`config.mk`:
```
export PLATFORM = sky130hd
export DESIGN_NAME = rtc_seconds_alarm
export DESIGN_NICKNAME = d
export VERILOG_FILES = /design/src/rtl/rtc_sec_pkg.sv /design/src/rtl/rtc_tick_gen.sv /design/src/rtl/rtc_commit_timer.sv /design/src/rtl/rtc_seconds_alarm.sv
export SDC_FILE = /design/constraint.sdc
export NUM_CORES = 1
export LEC_CHECK = 0
export ABC_AREA = 1
export ABC_CLOCK_PERIOD_IN_PS = 4400
export BUFFER_PORTS_ARGS = -buffer_cell sky130_fd_sc_hd__buf_2
export CAP_MARGIN = 15
export CORE_MARGIN = 2
export CORE_UTILIZATION = 35
export DETAILED_ROUTE_END_ITERATION = 7
export GPL_TIMING_DRIVEN = 0
export HOLD_SLACK_MARGIN = 0.03
export PLACE_DENSITY = 0.55
export REMOVE_ABC_BUFFERS = 1
export SLEW_MARGIN = 20
export SYNTH_ARGS = -nofsm -noshare
export SYNTH_HDL_FRONTEND = slang
export SYNTH_HIERARCHICAL = 1
export SYNTH_SLANG_ARGS = --single-unit
export TNS_END_PERCENT = 5
```
`constraint.sdc`:
```
create_clock -name clk -period 4.4 [get_ports clk]
set_clock_uncertainty 0.2 [all_clocks]
set_input_delay 0.88 -clock clk [delete_from_list [all_inputs] [get_ports clk]]
set_output_delay 0.88 -clock clk [all_outputs]
set_load 0.005 [all_outputs]
```
`src/rtl/rtc_sec_pkg.sv`:
```
package rtc_sec_pkg;
   // register offsets (bytes)
   localparam int OFS_SECS    = 0;
   localparam int OFS_ALARM   = 4;
   localparam int OFS_CTRL    = 8;
   localparam int OFS_SCRATCH = 12;
   // control register bit positions
   localparam int CB_AEN   = 0;
   localparam int CB_APEND = 1;
   localparam int CB_TFLAG = 2;
   localparam int CB_WRDY  = 3;
   localparam int CB_TIE   = 4;
   localparam int CB_COUNT = 5;

   typedef enum logic [2:0] {
      SEL_NONE,
      SEL_SECS,
      SEL_ALARM,
      SEL_CTRL,
      SEL_SCRATCH
   } reg_sel_e;
endpackage

```
`src/rtl/rtc_tick_gen.sv`:
```
module rtc_tick_gen #(
   parameter int DIV = 32768
) (
   input  logic clk,
   input  logic rst,
   output logic tick
);
   localparam int CW = (DIV > 2) ? $clog2(DIV) : 1;
   localparam bit IS_POW2 = ((DIV & (DIV - 1)) == 0);

   if (DIV < 2) begin : g_bad_div
      $error("rtc_tick_gen: DIV must be at least 2");
   end

   logic [CW-1:0] cnt;

   if (IS_POW2) begin : g_pow2
      // natural wrap, terminal count is all ones
      always_ff @(posedge clk) begin
         if (rst) cnt <= '0;
         else     cnt <= cnt + CW'(1);
      end
      assign tick = &cnt;
   end else begin : g_cmp
      localparam logic [CW-1:0] LAST = CW'(DIV - 1);
      always_ff @(posedge clk) begin
         if (rst)              cnt <= '0;
         else if (cnt == LAST) cnt <= '0;
         else                  cnt <= cnt + CW'(1);
      end
      assign tick = (cnt == LAST);
   end

   p_tick_gap_r2: assert property (@(posedge clk) disable iff (rst)
      tick |=> !tick)
      else $error("p_tick_gap_r2");
endmodule

```
`src/rtl/rtc_commit_timer.sv`:
```
module rtc_commit_timer #(
   parameter int LAT = 3
) (
   input  logic clk,
   input  logic rst,
   input  logic accept,
   output logic ready
);
   localparam int CW = $clog2(LAT + 1);

   if (LAT < 1) begin : g_bad_lat
      $error("rtc_commit_timer: LAT must be at least 1");
   end

   logic [CW-1:0] busy;

   always_ff @(posedge clk) begin
      if (rst)               busy <= '0;
      else if (accept)       busy <= CW'(LAT);
      else if (busy != '0)   busy <= busy - CW'(1);
   end

   assign ready = (busy == '0);

   p_busy_after_accept_r3: assert property (@(posedge clk) disable iff (rst)
      accept |=> !ready)
      else $error("p_busy_after_accept_r3");

   p_busy_counts_down_r3: assert property (@(posedge clk) disable iff (rst)
      (!ready && !accept) |=> (busy == $past(busy) - CW'(1)))
      else $error("p_busy_counts_down_r3");
endmodule

```
`src/rtl/rtc_seconds_alarm.sv`:
```
module rtc_seconds_alarm
   import rtc_sec_pkg::*;
#(
   parameter int DATA_W     = 32,
   parameter int ADDR_W     = 4,
   parameter int TICK_DIV   = 32768,
   parameter int COMMIT_CYC = 3
) (
   input  logic              clk,
   input  logic              rst,
   input  logic [ADDR_W-1:0] bus_addr,
   input  logic [DATA_W-1:0] bus_wdata,
   input  logic              bus_we,
   output logic [DATA_W-1:0] bus_rdata,
   output logic              irq
);
   localparam logic [ADDR_W-1:0] A_SECS    = ADDR_W'(OFS_SECS);
   localparam logic [ADDR_W-1:0] A_ALARM   = ADDR_W'(OFS_ALARM);
   localparam logic [ADDR_W-1:0] A_CTRL    = ADDR_W'(OFS_CTRL);
   localparam logic [ADDR_W-1:0] A_SCRATCH = ADDR_W'(OFS_SCRATCH);

   if (DATA_W < CB_COUNT) begin : g_bad_dw
      $error("rtc_seconds_alarm: DATA_W too narrow for control bits");
   end
   if (ADDR_W < 4) begin : g_bad_aw
      $error("rtc_seconds_alarm: ADDR_W must reach offset 0xC");
   end

   logic              tick, wr_ready, accept;
   logic              w_secs, w_alarm, w_ctrl, w_scr;
   logic              inc, alarm_hit;
   logic [DATA_W-1:0] secs, secs_next, alarm, scratch, ctrl_view;
   logic              alarm_en, tick_ie, apend, tflag;
   reg_sel_e          sel;

   rtc_tick_gen #(.DIV(TICK_DIV)) u_tick (
      .clk  (clk),
      .rst  (rst),
      .tick (tick)
   );

   rtc_commit_timer #(.LAT(COMMIT_CYC)) u_commit (
      .clk    (clk),
      .rst    (rst),
      .accept (accept),
      .ready  (wr_ready)
   );

   always_comb begin
      case (bus_addr)
         A_SECS:    sel = SEL_SECS;
         A_ALARM:   sel = SEL_ALARM;
         A_CTRL:    sel = SEL_CTRL;
         A_SCRATCH: sel = SEL_SCRATCH;
         default:   sel = SEL_NONE;
      endcase
   end

   assign accept    = bus_we & wr_ready;
   assign w_secs    = accept & (sel == SEL_SECS);
   assign w_alarm   = accept & (sel == SEL_ALARM);
   assign w_ctrl    = accept & (sel == SEL_CTRL);
   assign w_scr     = accept & (sel == SEL_SCRATCH);
   assign secs_next = secs + DATA_W'(1);
   assign inc       = tick & ~w_secs;
   assign alarm_hit = inc & alarm_en & (secs_next == alarm);

   always_ff @(posedge clk) begin
      if (rst) begin
         secs     <= '0;
         alarm    <= '0;
         scratch  <= '0;
         alarm_en <= 1'b0;
         tick_ie  <= 1'b0;
         apend    <= 1'b0;
         tflag    <= 1'b0;
      end else begin
         if (w_secs)     secs <= bus_wdata;
         else if (inc)   secs <= secs_next;
         if (w_alarm)    alarm   <= bus_wdata;
         if (w_scr)      scratch <= bus_wdata;
         if (w_ctrl) begin
            alarm_en <= bus_wdata[CB_AEN];
            tick_ie  <= bus_wdata[CB_TIE];
            apend    <= (apend & bus_wdata[CB_APEND]) | alarm_hit;
            tflag    <= (tflag & bus_wdata[CB_TFLAG]) | inc;
         end else begin
            apend    <= apend | alarm_hit;
            tflag    <= tflag | inc;
         end
      end
   end

   always_comb begin
      ctrl_view           = '0;
      ctrl_view[CB_AEN]   = alarm_en;
      ctrl_view[CB_APEND] = apend;
      ctrl_view[CB_TFLAG] = tflag;
      ctrl_view[CB_WRDY]  = wr_ready;
      ctrl_view[CB_TIE]   = tick_ie;
   end

   always_comb begin
      case (sel)
         SEL_SECS:    bus_rdata = secs;
         SEL_ALARM:   bus_rdata = alarm;
         SEL_CTRL:    bus_rdata = ctrl_view;
         SEL_SCRATCH: bus_rdata = scratch;
         default:     bus_rdata = '0;
      endcase
   end

   assign irq = apend | (tflag & tick_ie);

   p_secs_step_r2: assert property (@(posedge clk) disable iff (rst)
      inc |=> (secs == $past(secs) + DATA_W'(1)))
      else $error("p_secs_step_r2");

   p_secs_hold_r2: assert property (@(posedge clk) disable iff (rst)
      (!tick && !w_secs) |=> $stable(secs))
      else $error("p_secs_hold_r2");

   p_ignore_busy_r3: assert property (@(posedge clk) disable iff (rst)
      (bus_we && !wr_ready) |=> ($stable(scratch) && $stable(alarm)))
      else $error("p_ignore_busy_r3");

   p_pend_needs_en_r4: assert property (@(posedge clk) disable iff (rst)
      $rose(apend) |-> $past(alarm_en))
      else $error("p_pend_needs_en_r4");

   p_flag_keep_r5: assert property (@(posedge clk) disable iff (rst)
      (tflag && !(w_ctrl && !bus_wdata[CB_TFLAG])) |=> tflag)
      else $error("p_flag_keep_r5");

   p_irq_source_r6: assert property (@(posedge clk) disable iff (rst)
      irq |-> (apend || tflag))
      else $error("p_irq_source_r6");

   p_secs_write_r10: assert property (@(posedge clk) disable iff (rst)
      w_secs |=> (secs == $past(bus_wdata)))
      else $error("p_secs_write_r10");
endmodule

```
After elaboration in Yosys (flattened, before gate mapping)

Index checks and enable logic that the tools add are counted.

Flip-flop bits (word level): 117
Output and inout port bits: 33
Logic and storage cells: 51

Add/subtract/negate cells: 3
Eq/ne operators: 8
Mux-type cells: 8
Bitwise gates (word level): 17
Reduce and logical (&&, ||, !) cells: 6

Operators by type and width:

| operator                                          | number |
|---|---|
| case mux 32 bit (4 select lines)                  | 1 |
| two-way mux 32 bit                                | 2 |
| adder 32 x 1 -> 32 bit (second input constant)    | 1 |
| == test 32 bit                                    | 1 |
| adder 15 x 1 -> 15 bit (second input constant)    | 1 |
| AND reduction 15 bit                              | 1 |
| case mux 3 bit (4 select lines)                   | 1 |
| AND 1 bit                                         | 11 |
| == test 4 bit (second input constant)             | 2 |
| == test 3 x 2 -> 1 bit (second input constant)    | 2 |
| nonzero test 2 bit                                | 3 |
| OR 1 bit                                          | 5 |
| == test 4 x 3 -> 1 bit (second input constant)    | 1 |
| logical NOT 4 bit                                 | 1 |
| two-way mux 2 bit                                 | 2 |
| == test 3 x 1 -> 1 bit (second input constant)    | 1 |
| == test 3 bit (second input constant)             | 1 |
| logical NOT 2 bit                                 | 1 |
| two-way mux 1 bit                                 | 2 |
| subtractor 2 x 1 -> 2 bit (second input constant) | 1 |
| inverter 1 bit                                    | 1 |

Longest topological paths before layout

Depth after elaboration: 10
Depth in mapped cells: 15
Depth with buffers taken out: 15

Modules after synthesis

The synthesis kept the hierarchy.

Modules (own cells, without submodules):

| module            | instances | cells each | area each (µm²) | sequential area each (µm²) |
|---|---|---|---|---|
| rtc_seconds_alarm | 1         | 955        | 5890.6          | 2001.9 |
| rtc_tick_gen      | 1         | 110        | 789.5           | 300.3 |
| rtc_commit_timer  | 1         | 19         | 113.9           | 40.0 |

Worst setup path before layout

Ideal clock, no wire load.

Path kind: input to output
Start point: input port bus_addr[1]
End point: output port bus_rdata[12]
Data arrival time: 1.922 ns
Path slack: 1.398 ns
Stages: 6
Path buffers: 1
Cells stage by stage: nor2_1 -> nand3_1 -> clkinv_1 -> clkbuf_1 -> nand2_1 -> o221ai_1

Longest elaborated chain between the ends: 4
Elaborated cells between the ends (all ways): 10

RTL lines:

| what                                  | RTL line                 | RTL |
|---|---|---|
| from (decl)                           | rtc_seconds_alarm.sv:11  | `input logic [ADDR_W-1:0] bus_addr,` |
| == test 4 bit (tied with other cells) | rtc_seconds_alarm.sv:50  | `case (bus_addr)` |
| case mux 3 bit (4 select lines) (*)   | rtc_seconds_alarm.sv:50  |  |
| == test 3 bit (tied with other cells) | rtc_seconds_alarm.sv:104 | `case (sel)` |
| case mux 32 bit (4 select lines) (*)  | rtc_seconds_alarm.sv:104 |  |
| to (decl)                             | rtc_seconds_alarm.sv:14  | `output logic [DATA_W-1:0] bus_rdata,` |

Every way passes the cells marked *; elsewhere a longest branch is shown, timed or not.

Worst setup path after layout

Start point: input port bus_addr[1]
End point: output port bus_rdata[1]

Same word-level chain as after synthesis.

==> flow_summary.json <==
{
  "status": "finished, final reports clean",
  "critical_path.endpoint": "bus_rdata[1]",
  "startpoint": "bus_addr[1]",
  "drt_iter0_markers": 423,
  "gr-total-overflow": 0,
  "async_flop_share": 0,
  "finish.instance_area_mm2": 0.00804,
  "slew_violations": 0,
  "path_clk_slew_ns": 0.05,
  "port_buffers": 71,
  "hpwlAfterDp_um": 15400,
  "setup.worst_path.class": "in2out",
  "vias": 7149,
  "synthTopCellsByArea": "dfxtp_1, nand2_1, nand3_1",
  "die_y_um": 143,
  "ys_warn_count": 6,
  "powerDensity_mw_per_mm2": 336,
  "max-vdd-ir-drop_v": 0.000248,
  "setup_violations": 0,
  "cp-start-kind": "input port",
  "clk_path_buf_depth": 2,
  "crit_arrival_ns": 2.83,
  "dp_slack_ns": -0.239,
  "reg2reg_from": "u_commit/busy[0]$_SDFFE_PP0P_",
  "pin_count": 72,
  "maxClockFrequency_mhz": 256,
  "mostFrequentLayoutCell": "nand2_1",
  "cts_root_buffer": "clkbuf_16",
  "first_pass_iters": 6,
  "rsz0062_at_grt": "false",
  "rows": 50,
  "cts_hold_buffers": 0,
  "synth_flop_cell": "dfxtp_1",
  "period_share": 0.889,
  "final_nets": 1181,
  "rr_endpoint": "apend$_SDFF_PP0_",
  "cap_violations": 0,
  "leakage_nw": 3.06,
  "syn_area_mm2": 0.00679,
  "grt_first_pass_wirelength_um": 35900,
  "placeableCoreArea_mm2": 0.0189,
  "drc": 0,
  "cts_tree": "yes",
  "synth_top_area_frac": 0.345,
  "power_mw": 2.70,
  "finalNonFillerCells": 1412,
  "ant_nets": 0,
  "period_needed_ns": 3.91,
  "syn_inst": 1084,
  "relSlewSlack": 0.495,
  "cts_sinks": 117,
  "viasPerCell": 5.06,
  "layout-drive-gt1-share": 0.128,
  "area_delta_synth_final_pct": 18.3,
  "yosysSeqAreaShare": 0.345,
  "synth_cell_types": 37,
  "cts_made_buffers": 17,
  "grt_max_degree": 42,
  "hold_class": "reg2reg",
  "diodes": 0,
  "layout_common_cells": "nand2_1, dfxtp_1, inv_1",
  "fillCellCount": 2104,
  "wirelength_um": 22200,
  "wl_per_cell_um": 15.7,
  "dpl.cell_count": 1380,
  "die_w_um": 143,
  "clock_latency_ns": 0.42,
  "finalWorstSetupSlack_ns": 0.488,
  "hp-start": "scratch[18]$_SDFFE_PP0P_",
  "crit_fanout": 37,
  "grt_pass1_vias": 6858,
  "yosys.area.top_type": "dfxtp_1",
  "hold_viol_final": 0,
  "die-area_mm2": 0.0205,
  "grtUsageTotal": 0.225,
  "antenna_found_initial": 0,
  "synth_seq_cells": 117,
  "end_kind": "output port",
  "postPlaceCellArea_mm2": 0.00746,
  "start_util": 0.360,
  "synth.avg_cell_area_um2": 6.27,
  "hold_slack_ns": 0.251,
  "required_ns": 3.32,
  "synth_edf_count": 0,
  "gp_congestion": 0.870,
  "reg2regPathDepth": 15,
  "rrSetupSlack_ns": 1.51,
  "tightest_slew_ns": 0.755,
  "htreeDepth": 4
}
==> kinds of logic after synthesis <==
group	count (synthesis)	share of synthesized area
adders and majority gates	3	0.00553
AOI/OAI and AO/OA	201	0.174
xor gates and xnor gates	5	0.00847
buffers and inverters	165	0.0912
DFF	117	0.345
and+or+nand+nor	593	0.376
==> flip-flops by register name, summed over array words and instances, names as in the netlist <==
register,count
alarm_en,1
secs,32
apend,1
scratch,32
tflag,1
u_commit/busy,2
alarm,32
tick_ie,1
u_tick/cnt,15
==> repair_timing <==
item	4_1_cts	5_1_grt
endpoints found under the setup margin	22	18
pin swaps	0	0
setup buffers	0	0
hold endpoints to repair	0	0
resized for setup	2	1
==> how the worst min path moves through the flow <==
stage                                          end  slack [ns]  depth (start not counted)
final                     scratch[18]$_SDFFE_PP0P_        0.25                          2
after global routing      scratch[15]$_SDFFE_PP0P_        0.28                          2
after global placement     scratch[5]$_SDFFE_PP0P_        0.24                          2
after floorplan           u_tick/cnt[0]$_SDFF_PP0_        0.23                          1
after detailed placement  scratch[18]$_SDFFE_PP0P_        0.24                          2
after CTS                 scratch[18]$_SDFFE_PP0P_        0.25                          2
==> final cells by class <==
type / instances / area, µm² / area share
sequential: 117 / 2340 / 0.291
clock inverter: 9 / 77.6 / 0.00965
clock buffer: 23 / 478 / 0.0594
tap: 260 / 325 / 0.0405
multi-input combinational: 802 / 3860 / 0.480
timing repair buffer: 76 / 488 / 0.0607
inverter: 125 / 473 / 0.0588
==> critical path: stages <==
cell and delay [ns]:
buf_2 0.12, nor2_1 0.30, nand3_2 0.51, inv_4 0.53, nand2_1 0.11, o2111ai_1 0.15
buf_2 0.18
==> per-stage QoR <==
step	setup TNS, ns	utilization
2_1_floorplan	0	-
3_3_place_gp	-51.39	0.388
3_5_place_dp	-2.43	0.395
4_1_cts	0	0.425
5_1_grt	0	0.426
6_report	0	0.426
==> synth_stat cells, drive strengths merged (3+ instances only) <==
library cell	number
nand2	358
inv	124
nand3	118
dfxtp	117
nor2	105
a21oi	76
o21ai	59
clkbuf	33
a31oi	27
o221ai	27
buf	7
nand4	5
o2111ai	5
ha	3
xor2	3
==> layer usage <==
metal / global-route usage / vias up / wire [µm]
met5: 0 / - / 0
met4: 0.0645 / 0 / 239
met3: 0.0490 / 18 / 1210
met2: 0.374 / 151 / 10300
met1: 0.295 / 3306 / 10500
li1: - / 3674 / -
==> report_power, final <==
part / total [mW] / internal, mW / leakage (nW) / switching, mW
combinational: 0.268 / 0.0828 / 1.85 / 0.185
sequential: 1.12 / 1.09 / 0.945 / 0.0229
clock: 1.32 / 0.815 / 0.269 / 0.505
total: 2.70 / 1.99 / 3.06 / 0.714
Note: power is estimated with default switching activity, not from simulation.
